$ cat src/rtl/qdec_pkg.sv
package qdec_pkg;
  typedef enum logic [1:0] {
    SCL_X1  = 2'd0,
    SCL_X2  = 2'd1,
    SCL_X4  = 2'd2,
    SCL_RSV = 2'd3
  } scale_e;

  // position along the up sequence 00,10,11,01 of (A,B)
  function automatic logic [1:0] phase_pos(input logic a, input logic b);
    return {b, a ^ b};
  endfunction
endpackage

$ cat src/rtl/qdec_filter.sv
module qdec_filter #(
  parameter int FILT_LEN = 3
) (
  input  logic clk_i,
  input  logic rst_ni,
  input  logic raw_i,
  output logic filt_o
);
  localparam int CW = $clog2(FILT_LEN + 1);
  localparam logic [CW-1:0] ACCEPT = CW'(FILT_LEN - 1);

  logic          last_q;
  logic [CW-1:0] run_q;

  always_ff @(posedge clk_i or negedge rst_ni) begin
    if (!rst_ni) begin
      last_q <= 1'b0;
      run_q  <= '0;
      filt_o <= 1'b0;
    end else if (raw_i != last_q) begin
      last_q <= raw_i;
      run_q  <= CW'(1);
    end else if (run_q < ACCEPT) begin
      run_q <= run_q + CW'(1);
    end else begin
      filt_o <= last_q;
    end
  end
endmodule

$ cat src/rtl/qdec_step.sv
module qdec_step
  import qdec_pkg::*;
(
  input  logic       clk_i,
  input  logic       rst_ni,
  input  logic       quad_en_i,
  input  logic [1:0] scale_i,
  input  logic       a_raw_i,
  input  logic       b_raw_i,
  input  logic       a_filt_i,
  input  logic       b_filt_i,
  output logic       step_o,
  output logic       up_o,
  output logic       illegal_o
);
  logic pa_q, pb_q, a_raw_q;
  logic [1:0] old_pos, new_pos;
  logic fwd, bwd, a_chg, both_chg;
  logic q_step;
  scale_e scl;

  always_ff @(posedge clk_i or negedge rst_ni) begin
    if (!rst_ni) begin
      pa_q    <= 1'b0;
      pb_q    <= 1'b0;
      a_raw_q <= 1'b0;
    end else begin
      pa_q    <= a_filt_i;
      pb_q    <= b_filt_i;
      a_raw_q <= a_raw_i;
    end
  end

  always_comb begin
    scl      = scale_e'(scale_i);
    old_pos  = phase_pos(pa_q, pb_q);
    new_pos  = phase_pos(a_filt_i, b_filt_i);
    fwd      = (new_pos == old_pos + 2'd1);
    bwd      = (new_pos == old_pos - 2'd1);
    a_chg    = a_filt_i ^ pa_q;
    both_chg = a_chg & (b_filt_i ^ pb_q);
    unique case (scl)
      SCL_X4:  q_step = fwd | bwd;
      SCL_X2:  q_step = a_chg & ~both_chg;
      default: q_step = (fwd & (old_pos == 2'd0)) | (bwd & (old_pos == 2'd1));
    endcase
    if (quad_en_i) begin
      step_o    = q_step;
      up_o      = fwd;
      illegal_o = both_chg;
    end else begin
      step_o    = a_raw_i & ~a_raw_q;
      up_o      = b_raw_i;
      illegal_o = 1'b0;
    end
  end
endmodule

$ cat src/rtl/qdec_index.sv
module qdec_index (
  input  logic clk_i,
  input  logic rst_ni,
  input  logic idx_i,
  input  logic pol_i,
  input  logic sync_i,
  input  logic strobe_i,
  output logic load_o
);
  always_ff @(posedge clk_i or negedge rst_ni) begin
    if (!rst_ni)     load_o <= 1'b0;
    else if (sync_i) load_o <= strobe_i & (idx_i == pol_i);
    else             load_o <= ~idx_i;
  end
endmodule

$ cat src/rtl/quad_decoder_fe.sv
module quad_decoder_fe #(
  parameter int FILT_LEN = 3
) (
  input  logic       clk_i,
  input  logic       rst_ni,
  input  logic       a_i,
  input  logic       b_i,
  input  logic       idx_i,
  input  logic       quad_en_i,
  input  logic [1:0] scale_i,
  input  logic       ab_en_i,
  input  logic       sync_idx_en_i,
  input  logic       idx_pol_i,
  input  logic       err_clr_i,
  output logic       cnt_o,
  output logic       dir_o,
  output logic       idx_load_o,
  output logic       noise_err_o
);
  localparam int NPH = 2;

  logic [NPH-1:0] raw, filt;
  logic step, up, illegal, cnt_d;

  assign raw = {b_i, a_i};

  for (genvar g = 0; g < NPH; g++) begin : g_ph
    qdec_filter #(.FILT_LEN(FILT_LEN)) u_filt (
      .clk_i  (clk_i),
      .rst_ni (rst_ni),
      .raw_i  (raw[g]),
      .filt_o (filt[g])
    );
  end

  qdec_step u_step (
    .clk_i     (clk_i),
    .rst_ni    (rst_ni),
    .quad_en_i (quad_en_i),
    .scale_i   (scale_i),
    .a_raw_i   (a_i),
    .b_raw_i   (b_i),
    .a_filt_i  (filt[0]),
    .b_filt_i  (filt[1]),
    .step_o    (step),
    .up_o      (up),
    .illegal_o (illegal)
  );

  assign cnt_d = step & ab_en_i;

  always_ff @(posedge clk_i or negedge rst_ni) begin
    if (!rst_ni) begin
      cnt_o       <= 1'b0;
      dir_o       <= 1'b0;
      noise_err_o <= 1'b0;
    end else begin
      cnt_o <= cnt_d;
      if (cnt_d) dir_o <= up;
      if (illegal)        noise_err_o <= 1'b1;
      else if (err_clr_i) noise_err_o <= 1'b0;
    end
  end

  qdec_index u_idx (
    .clk_i    (clk_i),
    .rst_ni   (rst_ni),
    .idx_i    (idx_i),
    .pol_i    (idx_pol_i),
    .sync_i   (sync_idx_en_i & quad_en_i),
    .strobe_i (cnt_d),
    .load_o   (idx_load_o)
  );
endmodule


$ cat config.mk
export PLATFORM = sky130hd
export DESIGN_NAME = quad_decoder_fe
export DESIGN_NICKNAME = d
export VERILOG_FILES = /design/src/rtl/qdec_pkg.sv /design/src/rtl/qdec_filter.sv /design/src/rtl/qdec_step.sv /design/src/rtl/qdec_index.sv /design/src/rtl/quad_decoder_fe.sv
export SDC_FILE = /design/constraint.sdc
export NUM_CORES = 1
export LEC_CHECK = 0
export BUFFER_PORTS_ARGS = -buffer_cell sky130_fd_sc_hd__buf_2
export CORE_MARGIN = 10
export CORE_UTILIZATION = 55
export CTS_CLUSTER_SIZE = 14
export DETAILED_ROUTE_END_ITERATION = 12
export GPL_TIMING_DRIVEN = 0
export HOLD_SLACK_MARGIN = 0.05
export PLACE_DENSITY_LB_ADDON = 0.15
export SYNTH_ARGS = -nofsm -noshare
export SYNTH_HDL_FRONTEND = slang
export SYNTH_SLANG_ARGS = --single-unit
$ cat constraint.sdc
create_clock -name clk_i -period 3.5 [get_ports clk_i]
set_input_delay 0.35 -clock clk_i [delete_from_list [all_inputs] [get_ports clk_i]]
set_output_delay 0.35 -clock clk_i [all_outputs]
set_load 0.03 [all_outputs]
==> metrics.md, run 1 <==
| Metric | Value |
|---|---|
| Outcome | completed |
| Ranking of synthesized cells by area | dfrtp_1 (49%), ha_1 (6.5%), xor2_1 (4.6%) |
| Area delta synth->final | 16.9% |
| Post-DRT Antenna Nets | 0 |
| Clock root cell | clkbuf_4 |
| Hold_sp | idx_i |
| Worst-Skew Late Latency | around 280 ps |
| Avg Cell Area, Syn | 10.5 um2 |
| Core Area | 0.00132 mm2 |
| Final Cycle Share | 0.628 |
| Total CTS buffers | 3 |
| Reg2Reg Setup Slack | approximately 1300 ps |
| Final hold slack | 248 ps |
| Power Density | ~560 mW/mm2 |
| CP startpoint kind | flip-flop |
| Pre-antenna DRT Iters | 4 |
| Worst-Margin Slew | ~320 ps |
| Unrepaired setup endpoints after global routing | false |
| Fin Setup TNS | 0 ps |
| Die W | roughly 57 um |
| Non-Filler Instances | 108 |
| Vias in the first global route | ~570 |
| Util after Layout | 0.683 |
| TritonCTS clock tree | built |
| Post-CTS Setup Repair Bufs | 0 |
| Vias per cell | 4.99 |
| Slew HR | 0.784 |
| WP data arrival | roughly 2400 ps |
| Cells after synthesis | 73 |
| Die area | about 0.0033 mm2 |
| CP endpoint kind | flip-flop |
| # DRC | 0 |
| Dpl cells | 103 |
| Grt ovf | 0 |
| CTS max path bufs | 2 |
| CP peak stage delay | around 440 ps |
| Warnings from Yosys | 0 |
| Worst-path clk slew | ~90 ps |
| Max VDD drop | approximately 0.00029 V |
| Final instance area | approximately 900 um2 |
| Layout cells sized above 1 | 0.269 |
| Slowest CP cell | dfrtp_1 |
| Via count | ~540 |
| Post-layout minimum cycle time | 2200 ps |
| Maxcap violations | 0 |
| Setup Skew | approximately 10 ps |
| Crit path kind | flip-flop to flip-flop |
| HPWL after DPL | 1050 um |
| H-tree Lvls | 1 |
| Largest net degree at the start of global routing | 16 |
| DP Area | between 800 and 900 um2 |
| Yosys top cell area share | 0.488 |
| Synth unique cells | 24 |
| F_max | approximately 460 MHz |
| IO Port Bufs | 15 |
| Row cnt | 13 |
| Worst hold path class | input pin to flip-flop |
| Top Ports | 16 |
| Hold Violations, Final | 0 |
| P_leak | 0.459 nW |
| Syn nets | just under 90 |
| Maximum fanout along the worst path | 6 |
| Finish-stage setup viols | 0 |
| Clock Sinks | 15 |
| Drt wl/cell | around 12 um |
| Initial antenna violation count | 0 |
| Gpl congestion | roughly 0.67 |
| Crit-path cells | inv_1, ha_1, xor3_4, nand2_1, a31oi_1, nand2_2, mux2_4 |
| Synth area leader | dfrtp_1 |
| Final slew viol count | 0 |
| CP required | between 3000 and 4000 ps |
| Worst setup startpoint | u_step.pb_q$_DFF_PN0_ |
| Synthesized cell area | 769 um2 |
| RR Startpoint | u_step.pb_q$_DFF_PN0_ |
| 1st-iter DRT viols | 5 |
| # diodes | 0 |
| Final net count | 110 |
| Bufs and invs on worst path | 1 |
| Starting density of the core | 0.584 |
| Register area share after synthesis | 0.488 |
| Post-synthesis register bit count | 15 |
| CP top delay family | flip-flops |
| First-pass GRT wire length | 2380 um |
| Die Y | roughly 57 um |
| WL final | between 1000 and 1500 um |
| Overall routing resource usage | 0.0898 |
-- power by group --
group	total (W)	switching (W)	leakage (nW)	internal, W
logic	0.000176	0.0000867	0.261	0.0000891
clock network	0.0000959	0.0000517	0.0150	0.0000443
registers	0.000229	0.0000253	0.183	0.000204
-- flip-flops by register name, indices dropped and copies added, names as in the netlist --
name and cells:
cnt_o 1, dir_o 1, g_ph.u_filt.filt_o 2, g_ph.u_filt.last_q 2
g_ph.u_filt.run_q 4, noise_err_o 1, u_idx.load_o 1, u_step.a_raw_q 1
u_step.pa_q 1, u_step.pb_q 1
-- Yosys cell counts, drive strengths merged --
master	instances
dfrtp	15
o22ai	2
inv	7
a31oi	3
buf	1
nor2b	1
o21ai	1
or2	1
nor2	6
a221o	1
mux2i	2
mux2	2
a21oi	4
clkbuf	2
nand4	1
nand2b	5
xnor2	1
xor2	5
nand2	8
xor3	1
ha	4
-- worst paths after layout --
check,to,depth (start not counted)
setup / recovery,dir_o$_DFFE_PN0P_,7
hold / removal,u_idx.load_o$_DFF_PN0_,2
setup reg to reg,dir_o$_DFFE_PN0P_,7
hold reg to reg,u_step.pa_q$_DFF_PN0_,0
max in group asynchronous,u_step.pa_q$_DFF_PN0_,2
min in group asynchronous,g_ph[0].u_filt.filt_o$_DFFE_PN0P_,2
-- metrics by stage --
stage,worst slack [ps],total power (W)
after floorplan,1500,0.000367
after global placement,1370,0.000404
after detailed placement,1330,0.000410
after CTS,1290,0.000509
after global routing,1170,0.000541
final,1300,0.000501
-- per-layer routing --
metal  vias up  wire, um  global-route usage
met5         -         0                   0
met4         0        26              0.0503
met3         4        59              0.0310
met2         9       652               0.140
met1       247       557               0.105
li1        279         -                   -
-- cells by family after synthesis --
logic type,Yosys count,share of synthesized area
buffers and inverters,10,0.0504
XOR/XNOR,7,0.114
AO/OA/AOI/OAI,11,0.0862
flip-flops,15,0.488
adder cells (fa/ha/maj),4,0.0650
multiplexers,4,0.0602
AND/OR/NAND/NOR,22,0.137
-- cell usage in the layout, fill, tap and decap left out, types with 3 or more instances in the layout --
master,instances
buf_2,16
dfrtp_1,15
inv_1,7
nand2_1,7
nor2_1,6
nand2b_1,5
xor2_1,4
a21oi_1,4
ha_1,4
a31oi_1,3
clkbuf_1,3
clkbuf_4,3
-- worst reg2reg max path, delay by kind of cell, from the launching register on --
kind	cells	cell delay, ps
DFF	1	440
xor gates and xnor gates	1	440
and+or+nand+nor	2	170
buffers and inverters	1	90
AOI/OAI and AO/OA	1	270
muxes	1	320
adders and majority gates	1	350
-- final cells by class --
type | instances | area (um2)
plain buffers | 3 | 12.5
clock buffers | 4 | 26.3
fillers | 114 | 418
inverters | 7 | 26.3
multi-input cells | 48 | 355
flip-flops and latches | 15 | 375
well taps | 15 | 18.8
repair buffers | 16 | 85.1
-- timing repair --
| item | 4_1_cts | 5_1_grt |
|---|---|---|
| hold buffers | 1 | 0 |
| hold endpoints to repair | 15 | 0 |
| resized for setup | 0 | 0 |
No activity file was read; power rests on OpenSTA's default activity.
==> inputs of run 2 (changes only) <==
--- a/config.mk
+++ b/config.mk
@@ -7,7 +7,7 @@
 export LEC_CHECK = 0
 export BUFFER_PORTS_ARGS = -buffer_cell sky130_fd_sc_hd__buf_2
 export CORE_MARGIN = 10
-export CORE_UTILIZATION = 55
+export CORE_UTILIZATION = 51
 export CTS_CLUSTER_SIZE = 14
 export DETAILED_ROUTE_END_ITERATION = 12
 export GPL_TIMING_DRIVEN = 0
==> constraint.sdc (replaced) <==
create_clock -name clk_i -period 2.1 [get_ports clk_i]
set_input_delay 0.21 -clock clk_i [delete_from_list [all_inputs] [get_ports clk_i]]
set_output_delay 0.21 -clock clk_i [all_outputs]
set_load 0.03 [all_outputs]
==> run 2 against run 1 <==
Net effect:
- design area increased by 2.9%
- clock skew decreased by 2.1 ps
- register-to-register slack got worse by 1200 ps
- worst setup slack got worse by 1200 ps
- maximum frequency increased by 9.0%
- combinational power increased by 87%
- sequential power increased by 66%
- sequential share of layout area decreased by 1.2 points
- flip-flop and latch count unchanged
- first-iteration DRC count increased by 20%
- global-route usage increased by 0.49 points
- critical endpoint unchanged
- highest routed layer unchanged
==> metrics.md, run 2 (synthesized netlist as in run 1, its figures left out) <==
| Metric | Value |
|---|---|
| Register area | 375 um2 (unchanged) |
| Worst-Margin Slew | 330 ps (+6.13 ps) |
| Starting density of the core | 0.563 (-0.0209) |
| 1st-iter DRT viols | 6 (+1) |
| Crit path kind | flip-flop to flip-flop |
| Final slew viol count | 0 (unchanged) |
| Area delta synth->final | 20.3% |
| Vias per cell | 5.13 (+2.8%) |
| WL final | 1550 um (+20%) |
| Power Total | 0.000875 W (+75%) |
| Clock Sinks | 15 (unchanged) |
| Initial antenna violation count | 0 (unchanged) |
| Final Cycle Share | 0.960 (+0.332) |
| Die Y | 58.8 um (+2.5%) |
| F_max | 496 MHz (+9.0%) |
| First-pass GRT wire length | 2460 um (+3.2%) |
| Maxcap violations | 0 (unchanged) |
| Max VDD drop | 0.000500 V (+70%) |
| Hold Crit Depth | 2 (unchanged) |
| Power Density | 945 mW/mm2 (+70%) |
| CP top delay family | multiplexers |
| Unrepaired setup endpoints after global routing | false |
| Row cnt | 13 (unchanged) |
| Crit-path cells | inv_1, ha_4, xor2_2, mux2i_1, a221o_1, nand2_2, mux2_4 |
| Multi-input logic area | 374 um2 (+5.3%) |
| Bufs and invs on worst path | 1 (unchanged) |
| Reg-to-reg critical path endpoint | dir_o$_DFFE_PN0P_ |
| HPWL after DPL | 1140 um (+9.0%) |
| Total CTS buffers | 3 (unchanged) |
| Largest Register | g_ph.u_filt.run_q |
| Largest regs | g_ph.u_filt.run_q (4), g_ph.u_filt.filt_o (2), g_ph.u_filt.last_q (2) |
| Outcome | completed |
| Setup Skew | 7.65 ps (-2.08 ps) |
| Slew HR | 0.780 (-0.00409) |
| RR Startpoint | u_step.pb_q$_DFF_PN0_ |
| Final net count | 111 (+0.91%) |
| TritonCTS clock tree | built |
| Reg2Reg Setup Slack | 80 ps (-1220 ps) |
| Via count | 559 (+3.7%) |
| CP startpoint kind | flip-flop |
| # diodes | 0 (unchanged) |
| Grt ovf | 0 (unchanged) |
| CP endpoint | dir_o$_DFFE_PN0P_ |
| Post-layout minimum cycle time | 2020 ps (-181 ps) |
| Pre-antenna DRT Iters | 5 (+1) |
| Clock root cell | clkbuf_4 |
| Most frequent cells in the layout | buf_2 (16), dfrtp_1 (15), inv_1 (7), nand2_1 (7), nor2_1 (6) |
| CTS max path bufs | 2 (unchanged) |
| Gpl congestion | 0.771 (+15%) |
| CP Depth | 7 (unchanged) |
| Worst setup startpoint | u_step.pb_q$_DFF_PN0_ |
| Non-Filler Instances | 109 (+0.93%) |
| Final setup margin | 84.5 ps (-1220 ps) |
| Top Ports | 16 (unchanged) |
| Reg2reg path depth | 7 (unchanged) |
| H-tree Lvls | 1 (unchanged) |
| Pre-CTS setup slack | -65.3 ps (-1390 ps) |
| Die W | 58.8 um (+2.5%) |
| Worst-path clk slew | 90 ps (about the same) |
| Layout cells sized above 1 | 0.298 (+0.0291) |
| CP peak stage delay | 390 ps (-50 ps) |
| Finish-stage setup viols | 0 (unchanged) |
| Drt wl/cell | 14.3 um (+19%) |
| DP Area | 863 um2 (unchanged) |
| Vias in the first global route | 577 (+1.9%) |
| WP data arrival | 2200 ps (-160 ps) |
| Final instance area | 926 um2 (+2.9%) |
| # DRC | 0 (unchanged) |
| Dpl cells | 103 (unchanged) |
| Maximum fanout along the worst path | 3 (-3) |
| Largest net degree at the start of global routing | 16 (unchanged) |
| Max reg flops | 4 (unchanged) |
| Commonest non-fill, non-tap cell in the layout | buf_2 |
| Util after Layout | 0.678 (-0.00515) |
| Post-DRT Antenna Nets | 0 (unchanged) |
| FILL cells | 116 (+1.8%) |
| Worst hold path class | input pin to flip-flop |
| Worst-Skew Late Latency | 290 ps (about the same) |
| IO Port Bufs | 15 (unchanged) |
| Hold Violations, Final | 0 (unchanged) |
| Core Area | 0.00137 mm2 (+3.7%) |
| CP endpoint kind | flip-flop |
| Die area | 0.00346 mm2 (+5.1%) |
| Slowest CP cell | dfrtp_1 |
| P_leak | 0.466 nW (+1.4%) |
| CP required | 2280 ps (-1380 ps) |
| Overall routing resource usage | 0.0947 (+0.00492) |
run 2: layout make-up:
type                       count  share of cell area
sequential                    15               0.405
timing repair buffer          17               0.100
buffer                         3              0.0135
multi-input combinational     48               0.404
clock buffer                   4              0.0284
inverter                       7              0.0284
tap                           15              0.0203
run 2: metrics by stage:
stage          hold slack [ps]  setup TNS, ps
6_report                  90.8              0
5_1_grt                   86.9              0
4_1_cts                   89.6              0
3_5_place_dp               132          -65.3
3_3_place_gp               133          -30.1
2_1_floorplan            -85.6              0
run 2: what timing repair did:
action,in CTS,in global routing
setup buffers,1,0
pin swaps,0,1
resized for setup,0,2
hold buffers,1,0
endpoints found under the hold margin,15,0
setup endpoints to repair,1,1
run 2: worst register-to-register path, stage by stage, from the launching register on:
cell and delay, ps:
dfrtp_1 390, inv_1 130, ha_4 240, xor2_2 190, mux2i_1 170, a221o_1 390, nand2_2 110, mux2_4 300
run 2: how the worst min path moves through the flow:
stage	from	slack, ps	endpoint
5_1_grt	idx_i	90	u_idx.load_o$_DFF_PN0_
6_report	idx_i	90	u_idx.load_o$_DFF_PN0_
3_3_place_gp	rst_ni	130	noise_err_o$_DFFE_PN0P_
3_5_place_dp	rst_ni	130	noise_err_o$_DFFE_PN0P_
2_1_floorplan	rst_ni	-90	cnt_o$_DFF_PN0_
4_1_cts	idx_i	90	u_idx.load_o$_DFF_PN0_
run 2: where the power goes:
group | leakage, nW | switching (W) | internal (W)
logic | 0.268 | 0.000163 | 0.000165
registers | 0.183 | 0.0000395 | 0.000339
clock network | 0.0150 | 0.0000930 | 0.0000739
total | 0.466 | 0.000296 | 0.000579
run 2: per-layer routing:
metal / track usage / part of all wire / vias to the layer above
met4: 0.0787 / 0.030 / 0
met5: 0 / 0 / -
met3: 0.0451 / 0.076 / 5
met2: 0.156 / 0.50 / 12
li1: - / - / 282
met1: 0.0861 / 0.39 / 260
